`config.mk`:
```
export PLATFORM = sky130hd
export DESIGN_NAME = stepcode_pwm
export DESIGN_NICKNAME = d
export VERILOG_FILES = /design/src/rtl/stepcode_pwm_pkg.sv /design/src/rtl/pwm_timebase.sv /design/src/rtl/pwm_regfile.sv /design/src/rtl/pwm_channel.sv /design/src/rtl/stepcode_pwm.sv
export SDC_FILE = /design/constraint.sdc
export NUM_CORES = 1
export LEC_CHECK = 0
export BUFFER_PORTS_ARGS = -buffer_cell sky130_fd_sc_hd__buf_2
export CAP_MARGIN = 30
export CORE_AREA = 10 10 197 199
export CTS_CLUSTER_SIZE = 14
export DETAILED_ROUTE_END_ITERATION = 12
export DIE_AREA = 0 0 207 209
export MAX_ROUTING_LAYER = met4
export PLACE_DENSITY = 0.46
export SLEW_MARGIN = 0
export SYNTH_ARGS = -nofsm -noshare
export SYNTH_HDL_FRONTEND = slang
export SYNTH_HIERARCHICAL = 1
export SYNTH_SLANG_ARGS = --single-unit
```
`constraint.sdc`:
```
create_clock -name clk -period 5.18 [get_ports clk]
set_clock_uncertainty 0.2 [all_clocks]
set_input_delay 0.259 -clock clk [delete_from_list [all_inputs] [get_ports clk]]
set_output_delay 0.259 -clock clk [all_outputs]
set_load 0.1 [all_outputs]
```
`src/rtl/stepcode_pwm_pkg.sv`:
```
package stepcode_pwm_pkg;

    localparam int NUM_CH    = 4;
    localparam int PHASE_W   = 8;
    localparam int DATA_W    = 8;
    localparam int INC_W     = 13;

    localparam int ADDR_INV  = 'h05;
    localparam int ADDR_ENA  = 'h07;
    localparam int ADDR_FREQ = 'h08;
    localparam int ADDR_DUTY = 'h0C;
    localparam int INV_LSB   = 2;
    localparam int ENA_LSB   = 4;

    typedef struct packed {
        logic [1:0] range;
        logic [5:0] mult;
    } freq_code_t;

    typedef struct packed {
        freq_code_t        freq;
        logic [DATA_W-1:0] duty;
        logic              inv;
        logic              ena;
    } chan_cfg_t;

    // Accumulator increment per tick: (mult+1) * 4^range
    function automatic logic [INC_W-1:0] rate_inc(input freq_code_t f);
        logic [INC_W-1:0] base;
        base = INC_W'({7'd0, f.mult}) + INC_W'(1);
        return base << (2 * f.range);
    endfunction

    function automatic logic addr_mapped(input int a);
        return (a == ADDR_INV) || (a == ADDR_ENA) ||
               (a >= ADDR_FREQ && a < ADDR_DUTY + NUM_CH);
    endfunction

endpackage

```
`src/rtl/pwm_timebase.sv`:
```
module pwm_timebase #(
    parameter int TICK_DIV = 4
) (
    input  logic clk,
    input  logic rst,
    output logic tick_o
);

    generate
        if (TICK_DIV > 1) begin : g_div
            localparam int CW = $clog2(TICK_DIV);
            logic [CW-1:0] cnt_q;

            always_ff @(posedge clk) begin
                if (rst || cnt_q == CW'(TICK_DIV - 1)) cnt_q <= '0;
                else                                   cnt_q <= cnt_q + CW'(1);
            end

            assign tick_o = (cnt_q == CW'(TICK_DIV - 1));

            assert_tick_gap_R8: assert property (@(posedge clk) disable iff (rst)
                tick_o |=> !tick_o);
        end else begin : g_pass
            assign tick_o = 1'b1;
        end
    endgenerate

endmodule

```
`src/rtl/pwm_regfile.sv`:
```
module pwm_regfile
    import stepcode_pwm_pkg::*;
#(
    parameter int ADDR_W = 5
) (
    input  logic                     clk,
    input  logic                     rst,
    input  logic                     wr_en_i,
    input  logic [ADDR_W-1:0]        wr_addr_i,
    input  logic [DATA_W-1:0]        wr_data_i,
    output chan_cfg_t [NUM_CH-1:0]   cfg_o
);

    logic [NUM_CH-1:0] inv_q;
    logic [NUM_CH-1:0] ena_q;
    freq_code_t        freq_q [NUM_CH];
    logic [DATA_W-1:0] duty_q [NUM_CH];

    always_ff @(posedge clk) begin
        if (rst) begin
            inv_q <= '0;
            ena_q <= '0;
            for (int i = 0; i < NUM_CH; i++) begin
                freq_q[i] <= '0;
                duty_q[i] <= '0;
            end
        end else if (wr_en_i) begin
            if (wr_addr_i == ADDR_W'(ADDR_INV)) inv_q <= wr_data_i[INV_LSB +: NUM_CH];
            if (wr_addr_i == ADDR_W'(ADDR_ENA)) ena_q <= wr_data_i[ENA_LSB +: NUM_CH];
            for (int i = 0; i < NUM_CH; i++) begin
                if (wr_addr_i == ADDR_W'(ADDR_FREQ + i)) freq_q[i] <= freq_code_t'(wr_data_i);
                if (wr_addr_i == ADDR_W'(ADDR_DUTY + i)) duty_q[i] <= wr_data_i;
            end
        end
    end

    always_comb begin
        for (int i = 0; i < NUM_CH; i++) begin
            cfg_o[i].freq = freq_q[i];
            cfg_o[i].duty = duty_q[i];
            cfg_o[i].inv  = inv_q[i];
            cfg_o[i].ena  = ena_q[i];
        end
    end

    logic addr_hit;
    assign addr_hit = addr_mapped(int'(wr_addr_i));

    assert_freq_write_R2: assert property (@(posedge clk) disable iff (rst)
        wr_en_i && wr_addr_i == ADDR_W'(ADDR_FREQ) |=> cfg_o[0].freq == $past(wr_data_i));

    assert_unmapped_ignored_R6: assert property (@(posedge clk) disable iff (rst)
        wr_en_i && !addr_hit |=> $stable(cfg_o));

endmodule

```
`src/rtl/pwm_channel.sv`:
```
module pwm_channel
    import stepcode_pwm_pkg::*;
#(
    parameter int ACC_W = 20
) (
    input  logic      clk,
    input  logic      rst,
    input  logic      tick_i,
    input  chan_cfg_t cfg_i,
    output logic      pwm_o
);

    logic [ACC_W-1:0]   acc_q;
    logic [ACC_W-1:0]   inc;
    logic [PHASE_W-1:0] phase;
    logic               raw_high;

    assign inc      = ACC_W'(rate_inc(cfg_i.freq));
    assign phase    = acc_q[ACC_W-1 -: PHASE_W];
    assign raw_high = (phase <= cfg_i.duty);

    always_ff @(posedge clk) begin
        if (rst)         acc_q <= '0;
        else if (tick_i) acc_q <= acc_q + inc;
    end

    always_ff @(posedge clk) begin
        if (rst) pwm_o <= 1'b0;
        else     pwm_o <= cfg_i.ena & (raw_high ^ cfg_i.inv);
    end

    assert_phase_hold_R8: assert property (@(posedge clk) disable iff (rst)
        !tick_i |=> $stable(acc_q));

    assert_full_on_R3: assert property (@(posedge clk) disable iff (rst)
        cfg_i.ena && !cfg_i.inv && cfg_i.duty == 8'hFF |=> pwm_o);

    assert_full_inverted_R4: assert property (@(posedge clk) disable iff (rst)
        cfg_i.ena && cfg_i.inv && cfg_i.duty == 8'hFF |=> !pwm_o);

    assert_disabled_low_R5: assert property (@(posedge clk) disable iff (rst)
        !cfg_i.ena |=> !pwm_o);

endmodule

```
`src/rtl/stepcode_pwm.sv`:
```
module stepcode_pwm
    import stepcode_pwm_pkg::*;
#(
    parameter int ADDR_W   = 5,
    parameter int ACC_W    = 20,
    parameter int TICK_DIV = 4
) (
    input  logic              clk,
    input  logic              rst,
    input  logic              wr_en,
    input  logic [ADDR_W-1:0] wr_addr,
    input  logic [7:0]        wr_data,
    output logic [3:0]        pwm_o
);

    logic                   tick;
    chan_cfg_t [NUM_CH-1:0] cfg;

    pwm_timebase #(.TICK_DIV(TICK_DIV)) u_tb (
        .clk    (clk),
        .rst    (rst),
        .tick_o (tick)
    );

    pwm_regfile #(.ADDR_W(ADDR_W)) u_regs (
        .clk       (clk),
        .rst       (rst),
        .wr_en_i   (wr_en),
        .wr_addr_i (wr_addr),
        .wr_data_i (wr_data),
        .cfg_o     (cfg)
    );

    generate
        for (genvar i = 0; i < NUM_CH; i++) begin : g_ch
            pwm_channel #(.ACC_W(ACC_W)) u_ch (
                .clk    (clk),
                .rst    (rst),
                .tick_i (tick),
                .cfg_i  (cfg[i]),
                .pwm_o  (pwm_o[i])
            );
        end
    endgenerate

    assert_reset_low_R1: assert property (@(posedge clk)
        rst |=> pwm_o == 4'b0000);

endmodule

```
**After elaboration in Yosys (flattened, before gate mapping)**

Memories as Yosys holds them, arrays and structs flattened.
Cells that the tools add are included.
W data, S select, Z words.

- Reductions and logical operators: 3
- Bitwise gates (word level): 16
- Divide/modulo/power cells: 0
- $lt $le $gt $ge: 4
- Eq/ne operators: 11
- Mux-type cells: 42
- Multiply operators: 0
- Shifts and indexed selects: 4
- Add/subtract/negate cells: 9

Operators by type and width:

| kind | count |
|---|---|
| $add A20 B13 Y20 | 4 |
| $mux W8 | 8 |
| $shl A13 B3 Y13 | 4 |
| $eq A5 B4 Y1 const B | 8 |
| $mux W1 | 34 |
| $le A8 B8 Y1 | 4 |
| $add A6 B1 Y7 const B | 4 |
| $eq A5 B3 Y1 const B | 2 |
| $or A1 B1 Y1 | 8 |
| $and A1 B1 Y1 | 4 |
| $reduce_and A2 Y1 | 2 |
| $xor A1 B1 Y1 | 4 |
| $add A2 B1 Y2 const B | 1 |
| $eq A2 B2 Y1 const B | 1 |
| $logic_or A1 B1 Y1 | 1 |

- Bits in latches: 0
- Memories: 2
- Logic and storage cells: 102
- Bits in writable memories: 64
- Input port bits: 16
- Memory bits (read-only): 0
- Output and inout bits: 4
- Flip-flop bits (word level): 94

Memories:

| memory | words | width | rd ports | clocked after memory_dff | wr ports | line | source |
|---|---|---|---|---|---|---|---|
| u_regs.duty_q | 4 | 8 | 4 | 0 | 4 | pwm_regfile.sv:17 | `logic [DATA_W-1:0] duty_q [NUM_CH];` |
| u_regs.freq_q | 4 | 8 | 4 | 0 | 4 | pwm_regfile.sv:16 | `freq_code_t freq_q [NUM_CH];` |

**Depth between registers and ports, before layout**

Gate-level depths: netlist of the first run.

- Depth in word-level cells: 6
- Gate-level depth with buffers: 13
- Mapped depth without buffers: 12

**Cells and area by module**

The synthesis of the first run kept the hierarchy.

Modules (own cells, without submodules):

| module | seq. area each (µm²) | cells an instance | instances | area each (µm²) |
|---|---|---|---|---|
| pwm_channel (g_ch[2].u_ch ...) | 420.4 | 257 | 2 | 2028.2 |
| pwm_regfile | 2082.0 | 212 | 1 | 2860.2 |
| pwm_channel (g_ch[0].u_ch) | 420.4 | 262 | 1 | 2040.7 |
| pwm_channel (g_ch[1].u_ch) | 420.4 | 260 | 1 | 2035.7 |
| pwm_timebase | 40.0 | 5 | 1 | 75.1 |

**Worst setup path before layout of the first run**

OpenSTA, ideal clock, no wires.

- Kind: reg-to-reg
- From: memory u_regs/freq_q[2][0] in the netlist's numbering
- To: register g_ch[2].u_ch.acc_q[15]
- Buffers on the path: 0
- Data required time: 4.857 ns
- Stages on the path, launching flop included: 13
- Setup time: 0.123 ns
- Path slack: 2.029 ns
- Clock period less this slack: 3.151 ns
- Arrival: 2.828 ns
- Path through: edfxtp_1 ha_1 and3_1 xor2_1 nand2_1 o21ai_0 a21o_1 ha_1 a21o_1 a211o_1 o211ai_1 a21oi_1 mux2_1

RTL lines:

| item | line | source |
|---|---|---|
| start, declared | pwm_regfile.sv:16 |  |
| end signal, assigned | pwm_channel.sv:24 | `else if (tick_i) acc_q <= acc_q + inc;` |
| end, declared | pwm_channel.sv:13 | `logic [ACC_W-1:0] acc_q;` |

==> impl_metrics.json, run 1 <==
{
  "via_per_inst": 5.12,
  "regArea_um2": 3800,
  "hp-class": "input port to register",
  "start_util_pct": 31.6,
  "wl_per_cell_um": 15.8,
  "critical-path-max-stage-delay_ps": 460,
  "critPathBufInv": 0,
  "grt_max_degree": 84,
  "async_reset_ff_share_pct": 0,
  "run_status": "finished clean",
  "ys_seq_area_share_pct": 34.4,
  "fin_tns_setup_ps": 0,
  "cp.required_ps": 5290,
  "drt-initial-drc-count": 436,
  "power_mw": 3.13,
  "io_pins": 20,
  "grt_use_total_pct": 12.8,
  "ant_nets": 0,
  "post_cts_buffers": 0,
  "netlist_area_um2": 11100,
  "synth-edff-count": 64,
  "finalHoldViolCount": 0,
  "cts_root_buf": "clkbuf_16",
  "worstMarginPinSlew_ps": 861,
  "critPathTopFamily": "compound AO/OA/AOI/OAI gates",
  "nets": 1368,
  "die_h_um": 209,
  "cts.sinks": 158,
  "synthesis.nets": 1366,
  "numCtsBuffers": 17,
  "fp-row-count": 69,
  "gp_congestion": 0.800,
  "min_period_ps": 3590,
  "gr-total-overflow": 0,
  "grt_pass1_wl_um": 44700,
  "p_leak_nw": 4.88,
  "final_common_cell": "nor2_1",
  "area_growth_pct": 10.3,
  "cp_max_fo": 6,
  "ctsLongestPathBuffers": 2,
  "ys_types": 84,
  "relSlewSlack_pct": 42.6,
  "core-area_um2": 35100,
  "cts_max_level": 4,
  "path_cells": "ha_1, and3_1, o311ai_0, o22ai_1, ha_1, a21oi_1, o21ai_1, a22oi_1, a21oi_1, mux2_1",
  "grt_pass1_vias": 8437,
  "cap_violations": 0,
  "rsz0062_at_grt": "false",
  "cts_resized": 0,
  "ys.flop_type": "dfxtp_1",
  "irDropWorstVdd_mv": 0.234,
  "worst_path_max_delay_cell": "edfxtp_1",
  "path_class": "register to register",
  "drc": 0,
  "die_w_um": 207,
  "cp.arrival_ps": 3700,
  "crit_path_start_kind": "register",
  "max_freq_mhz": 279,
  "placed_cell_area_um2": 11500,
  "layout_common_cells": "nor2_1, nand2_1, a21oi_1",
  "drive_above_1_share_pct": 9.38,
  "setup_violations": 0,
  "dr.pass1.iters": 5,
  "vias": 8856,
  "fin_area_um2": 12200,
  "slew_viol_final": 0,
  "io_buffers": 19,
  "finalWirelength_um": 27300,
  "dpl.hpwl_um": 19900,
  "p_per_area_nw_per_um2": 256,
  "yosys_warnings": 6,
  "cts_tree": "yes",
  "clkTransAtPathRegs_ps": 70,
  "multi_input_area_um2": 6800,
  "fillCellCount": 3666,
  "antenna_found_initial": 2,
  "dieArea_um2": 43300,
  "min_period_over_period_pct": 69.3,
  "clkLatencyLatePin_ps": 430,
  "cp-end-kind": "register",
  "yosys_register_bits": 158,
  "synth_cells": 1253,
  "synth.avg_cell_area_um2": 8.83
}
## worst paths after layout
path | cells past startpoint | from | slack [ps] | end
worst max-delay path | 10 | u_regs/freq_q[2][0] | 1590 | g_ch[2].u_ch/acc_q[17]
worst min-delay path | 4 | wr_en | 50 | u_regs/ena_q[2]
worst max register to register | 10 | u_regs/freq_q[2][0] | 1590 | g_ch[2].u_ch/acc_q[17]
worst min register to register | 2 | g_ch[3].u_ch/acc_q[8] | 270 | g_ch[3].u_ch/acc_q[8]
## synthesized netlist by cell type, drive strengths merged (5+ instances only)
master	count	share of area (%)
nor2	171	6.1
nand2	103	3.6
a21oi	97	4.5
dfxtp	94	17
ha	93	11
edfxtp	64	17
inv	56	1.9
a21o	50	3.4
o21ai	49	2.3
nand3	37	1.7
mux2i	29	2.6
xnor2	27	2.1
buf	25	1.5
nand2b	25	1.4
and3	24	1.4
nor2b	24	1.4
clkbuf	22	0.77
mux2	22	2.2
nor3	19	0.90
o211ai	17	1.2
a211oi	16	1.1
and2	14	0.79
xor2	13	1.0
o22ai	11	0.62
nand4	10	0.57
o21a	10	0.81
a211o	8	0.63
and4	8	0.66
nor3b	8	0.63
o31ai	8	0.79
or3	7	0.42
a2111oi	6	0.81
a221oi	6	0.59
o311ai	6	0.47
or4	6	0.41
a21boi	5	0.34
## area by class of cell
| cell class | count | area share [%] |
|---|---|---|
| clock inverters | 11 | 1.09 |
| clock buffers | 21 | 3.77 |
| multi-input cells | 990 | 55.7 |
| repair buffers | 30 | 1.70 |
| inverters | 58 | 1.78 |
| flip-flops and latches | 158 | 31.2 |
| well taps | 461 | 4.73 |
| diodes | 2 | 0.0410 |
## power by group
| part | internal (mW) | switching, mW |
|---|---|---|
| clock network | 0.743 | 0.548 |
| logic | 0.174 | 0.273 |
| registers | 1.34 | 0.0475 |
## registers in the layout, indices dropped and copies added, names as in the netlist
signal and count:
g_ch.u_ch/acc_q 80, u_tb/g_div.cnt_q 2, u_regs/freq_q 32, u_regs/duty_q 32, u_regs/inv_q 4, u_regs/ena_q 4
g_ch.u_ch/pwm_o 4
## timing repair
item,4_1_cts,5_1_grt
hold buffers,6,0
hold endpoints to repair,8,0
endpoints found under the setup margin,0,0
## stage by stage
step	setup WS [ps]	hold WS, ps	cells	utilization, %
2_1_floorplan	2030	130	1253	-
3_3_place_gp	1680	252	1691	32.9
3_5_place_dp	1640	262	1691	32.9
4_1_cts	1630	32.9	1729	34.8
5_1_grt	1310	63.8	1731	34.8
6_report	1590	50.3	1731	34.8
## layer usage
layer  GRT usage [%]  wire length (um)  vias to the layer above
met5               -                 0                        -
met4            3.15               305                        0
met3            2.28               652                       15
met2            19.9             12500                       81
met1            16.9             13900                     4172
li1                -                 -                     4588
## worst min-delay path, cell delays in order
cell and delay, ps:
buf_2 120, nand4bb_4 120, o21ai_0 80, o21ai_0 60
## kinds of logic after synthesis
kind of cell	after synthesis	share of synthesized area, %
and+or+nand+nor	475	21.5
AOI/OAI and AO/OA	327	20.5
DFF	158	34.4
buffers and inverters	105	4.28
adders and majority gates	97	11.2
muxes	51	4.86
xor gates and xnor gates	40	3.17
Power figures use the tool's default switching activity.
==> run 2: changes to the inputs <==
- PLACE_DENSITY: 0.46 -> 0.48
- clock period: 5.18 -> 3.1 ns (I/O delays scaled with it)
==> impl_metrics.json, run 2 (synthesis gave the netlist of run 1 again) <==
{
  "run_status": "finished with violations",
  "violations": "setup timing",
  "final_common_cell": "nor2_1",
  "grt_pass1_vias": 9063,
  "use_met1_pct": 16.7,
  "finalHoldViolCount": 0,
  "wl_per_cell_um": 15.7,
  "cap_violations": 0,
  "grt_max_degree": 85,
  "worstMarginPinSlew_ps": 703,
  "hp-class": "input port to register",
  "seqPwrFrac_pct": 41.8,
  "power_frac_comb_pct": 18.4,
  "busiest_layer": "met2",
  "antenna_found_initial": 3,
  "crit_path_frequent_cell": "a21o_1",
  "power_mw": 5.57,
  "p_sw_share_pct": 28.1,
  "core-area_um2": 35100,
  "finalWirelength_um": 29200,
  "r2r_cells": 13,
  "cp.required_ps": 3230,
  "use_met3_pct": 1.92,
  "drive_above_1_share_pct": 25.1,
  "area_growth_pct": 26.4,
  "critPathLaunch": "u_regs/freq_q[2][0]",
  "cts_tree": "yes",
  "relSlewSlack_pct": 53.2,
  "fp-row-count": 69,
  "nets": 1491,
  "start_util_pct": 31.6,
  "io_pins": 20,
  "cts.sinks": 158,
  "min_period_over_period_pct": 101,
  "crit_path_start_kind": "register",
  "die_h_um": 209,
  "clkTransAtPathRegs_ps": 70,
  "critPathCapture": "g_ch[2].u_ch/acc_q[11]",
  "numCtsBuffers": 17,
  "reg2reg_slack_ps": -30,
  "cp_max_fo": 5,
  "drt-initial-drc-count": 363,
  "fin_area_um2": 14000,
  "die_w_um": 207,
  "layout_common_cells": "nor2_1, buf_4, nand2_1",
  "cts_root_buf": "clkbuf_16",
  "setup_violations": 4,
  "irDropWorstVdd_mv": 0.403,
  "critical-path-max-stage-delay_ps": 440,
  "utilization_pct": 39.9,
  "gr-total-overflow": 0,
  "drc": 0,
  "max_freq_mhz": 320,
  "grt_pass1_wl_um": 45700,
  "cts_max_level": 4,
  "vias": 9442,
  "worst_path_max_delay_cell": "edfxtp_1",
  "path_class": "register to register",
  "via_per_inst": 5.09,
  "dpl.hpwl_um": 20500,
  "whs_ps": 35.2,
  "largest_register_ffs": 80,
  "finalWorstSetupSlack_ps": -28.9,
  "dieArea_um2": 43300,
  "regToRegEndpoint": "g_ch[2].u_ch/acc_q[11]",
  "p_leak_nw": 5.56,
  "largestRegisters": "g_ch.u_ch/acc_q x80, u_regs/duty_q x32, u_regs/freq_q x32",
  "p_int_mw": 4.00,
  "gp_congestion": 0.821,
  "ctsLongestPathBuffers": 2,
  "ant_nets": 0,
  "grt_use_total_pct": 13.0,
  "io_buffers": 19,
  "p_per_area_nw_per_um2": 398,
  "regMostFlops": "g_ch.u_ch/acc_q",
  "dr.pass1.iters": 5,
  "min_period_ps": 3130,
  "power_frac_clock_pct": 39.8,
  "cp.arrival_ps": 3250,
  "cp-end-kind": "register",
  "netSwitchingPower_mw": 1.56,
  "path_cells": "ha_4, and3_4, xor2_1, nand2_1, o21ai_2, a21o_1, ha_4, a21o_1, a211o_1, buf_4, o21a_4, a21o_1, a211o_1",
  "placed_cell_area_um2": 12200,
  "slew_viol_final": 0,
  "rr_startpoint": "u_regs/freq_q[2][0]",
  "rsz0062_at_grt": "true",
  "grt_use_met2_pct": 20.9,
  "clkLatencyLatePin_ps": 440
}
-- run 2: worst min path at each step --
stage | start | end | cells past startpoint
finish | wr_addr[1] | u_regs/inv_q[3] | 3
global route | wr_addr[1] | u_regs/inv_q[3] | 3
CTS | wr_addr[1] | u_regs/inv_q[3] | 3
detailed placement | wr_data[2] | u_regs/inv_q[0] | 3
global placement | wr_data[2] | u_regs/inv_q[0] | 3
floorplan | rst | u_tb/g_div.cnt_q[1] | 1
-- run 2: stage by stage --
step	setup slack [ps]	std cells	TNS, ps
2_1_floorplan	27.0	1253	0
3_5_place_dp	-106	1774	-1010
4_1_cts	-20.4	1827	-20.4
5_1_grt	-156	1855	-2170
3_3_place_gp	-82.7	1774	-723
6_report	-28.9	1855	-52.8
-- run 2: cell type report --
class | instances | area, um^2
fill | 3565 | 21100
sequential | 158 | 3800
antenna | 3 | 7.51
tap | 461 | 577
multi-input combinational | 990 | 7600
clock buffer | 22 | 484
inverter | 58 | 218
timing repair buffer | 153 | 1170
clock inverter | 10 | 128
-- run 2: timing repair --
item | 4_1_cts | 5_1_grt
endpoints found under the hold margin | 9 | 0
hold buffers | 17 | 0
resized for setup | 26 | 141
pin swaps | 14 | 79
buffers inserted | 4 | 26
setup endpoints to repair | 26 | 44
-- run 2: worst max-delay path: cells and delay by family (launching register included) --
kind	cells	cell delay [ps]
fa+ha+maj	2	480
simple gates	2	290
compound gates	7	1330
xor+xnor	1	140
buf+inv	1	150
flops	1	440
-- run 2: metal layers --
metal  part of all wire (%)  routed length, um
met4                    1.3                379
met1                     48              14100
met3                    2.3                672
met5                      0                  0
met2                     48              14000
-- run 2: power groups by stage --
stage	clock network, mW	logic, mW	registers [mW]
after floorplan	0	0.598	2.33
after global placement	0	0.846	2.36
after detailed placement	0	0.851	2.36
after CTS	2.28	0.885	2.31
after global routing	2.35	1.13	2.34
final	2.22	1.02	2.33
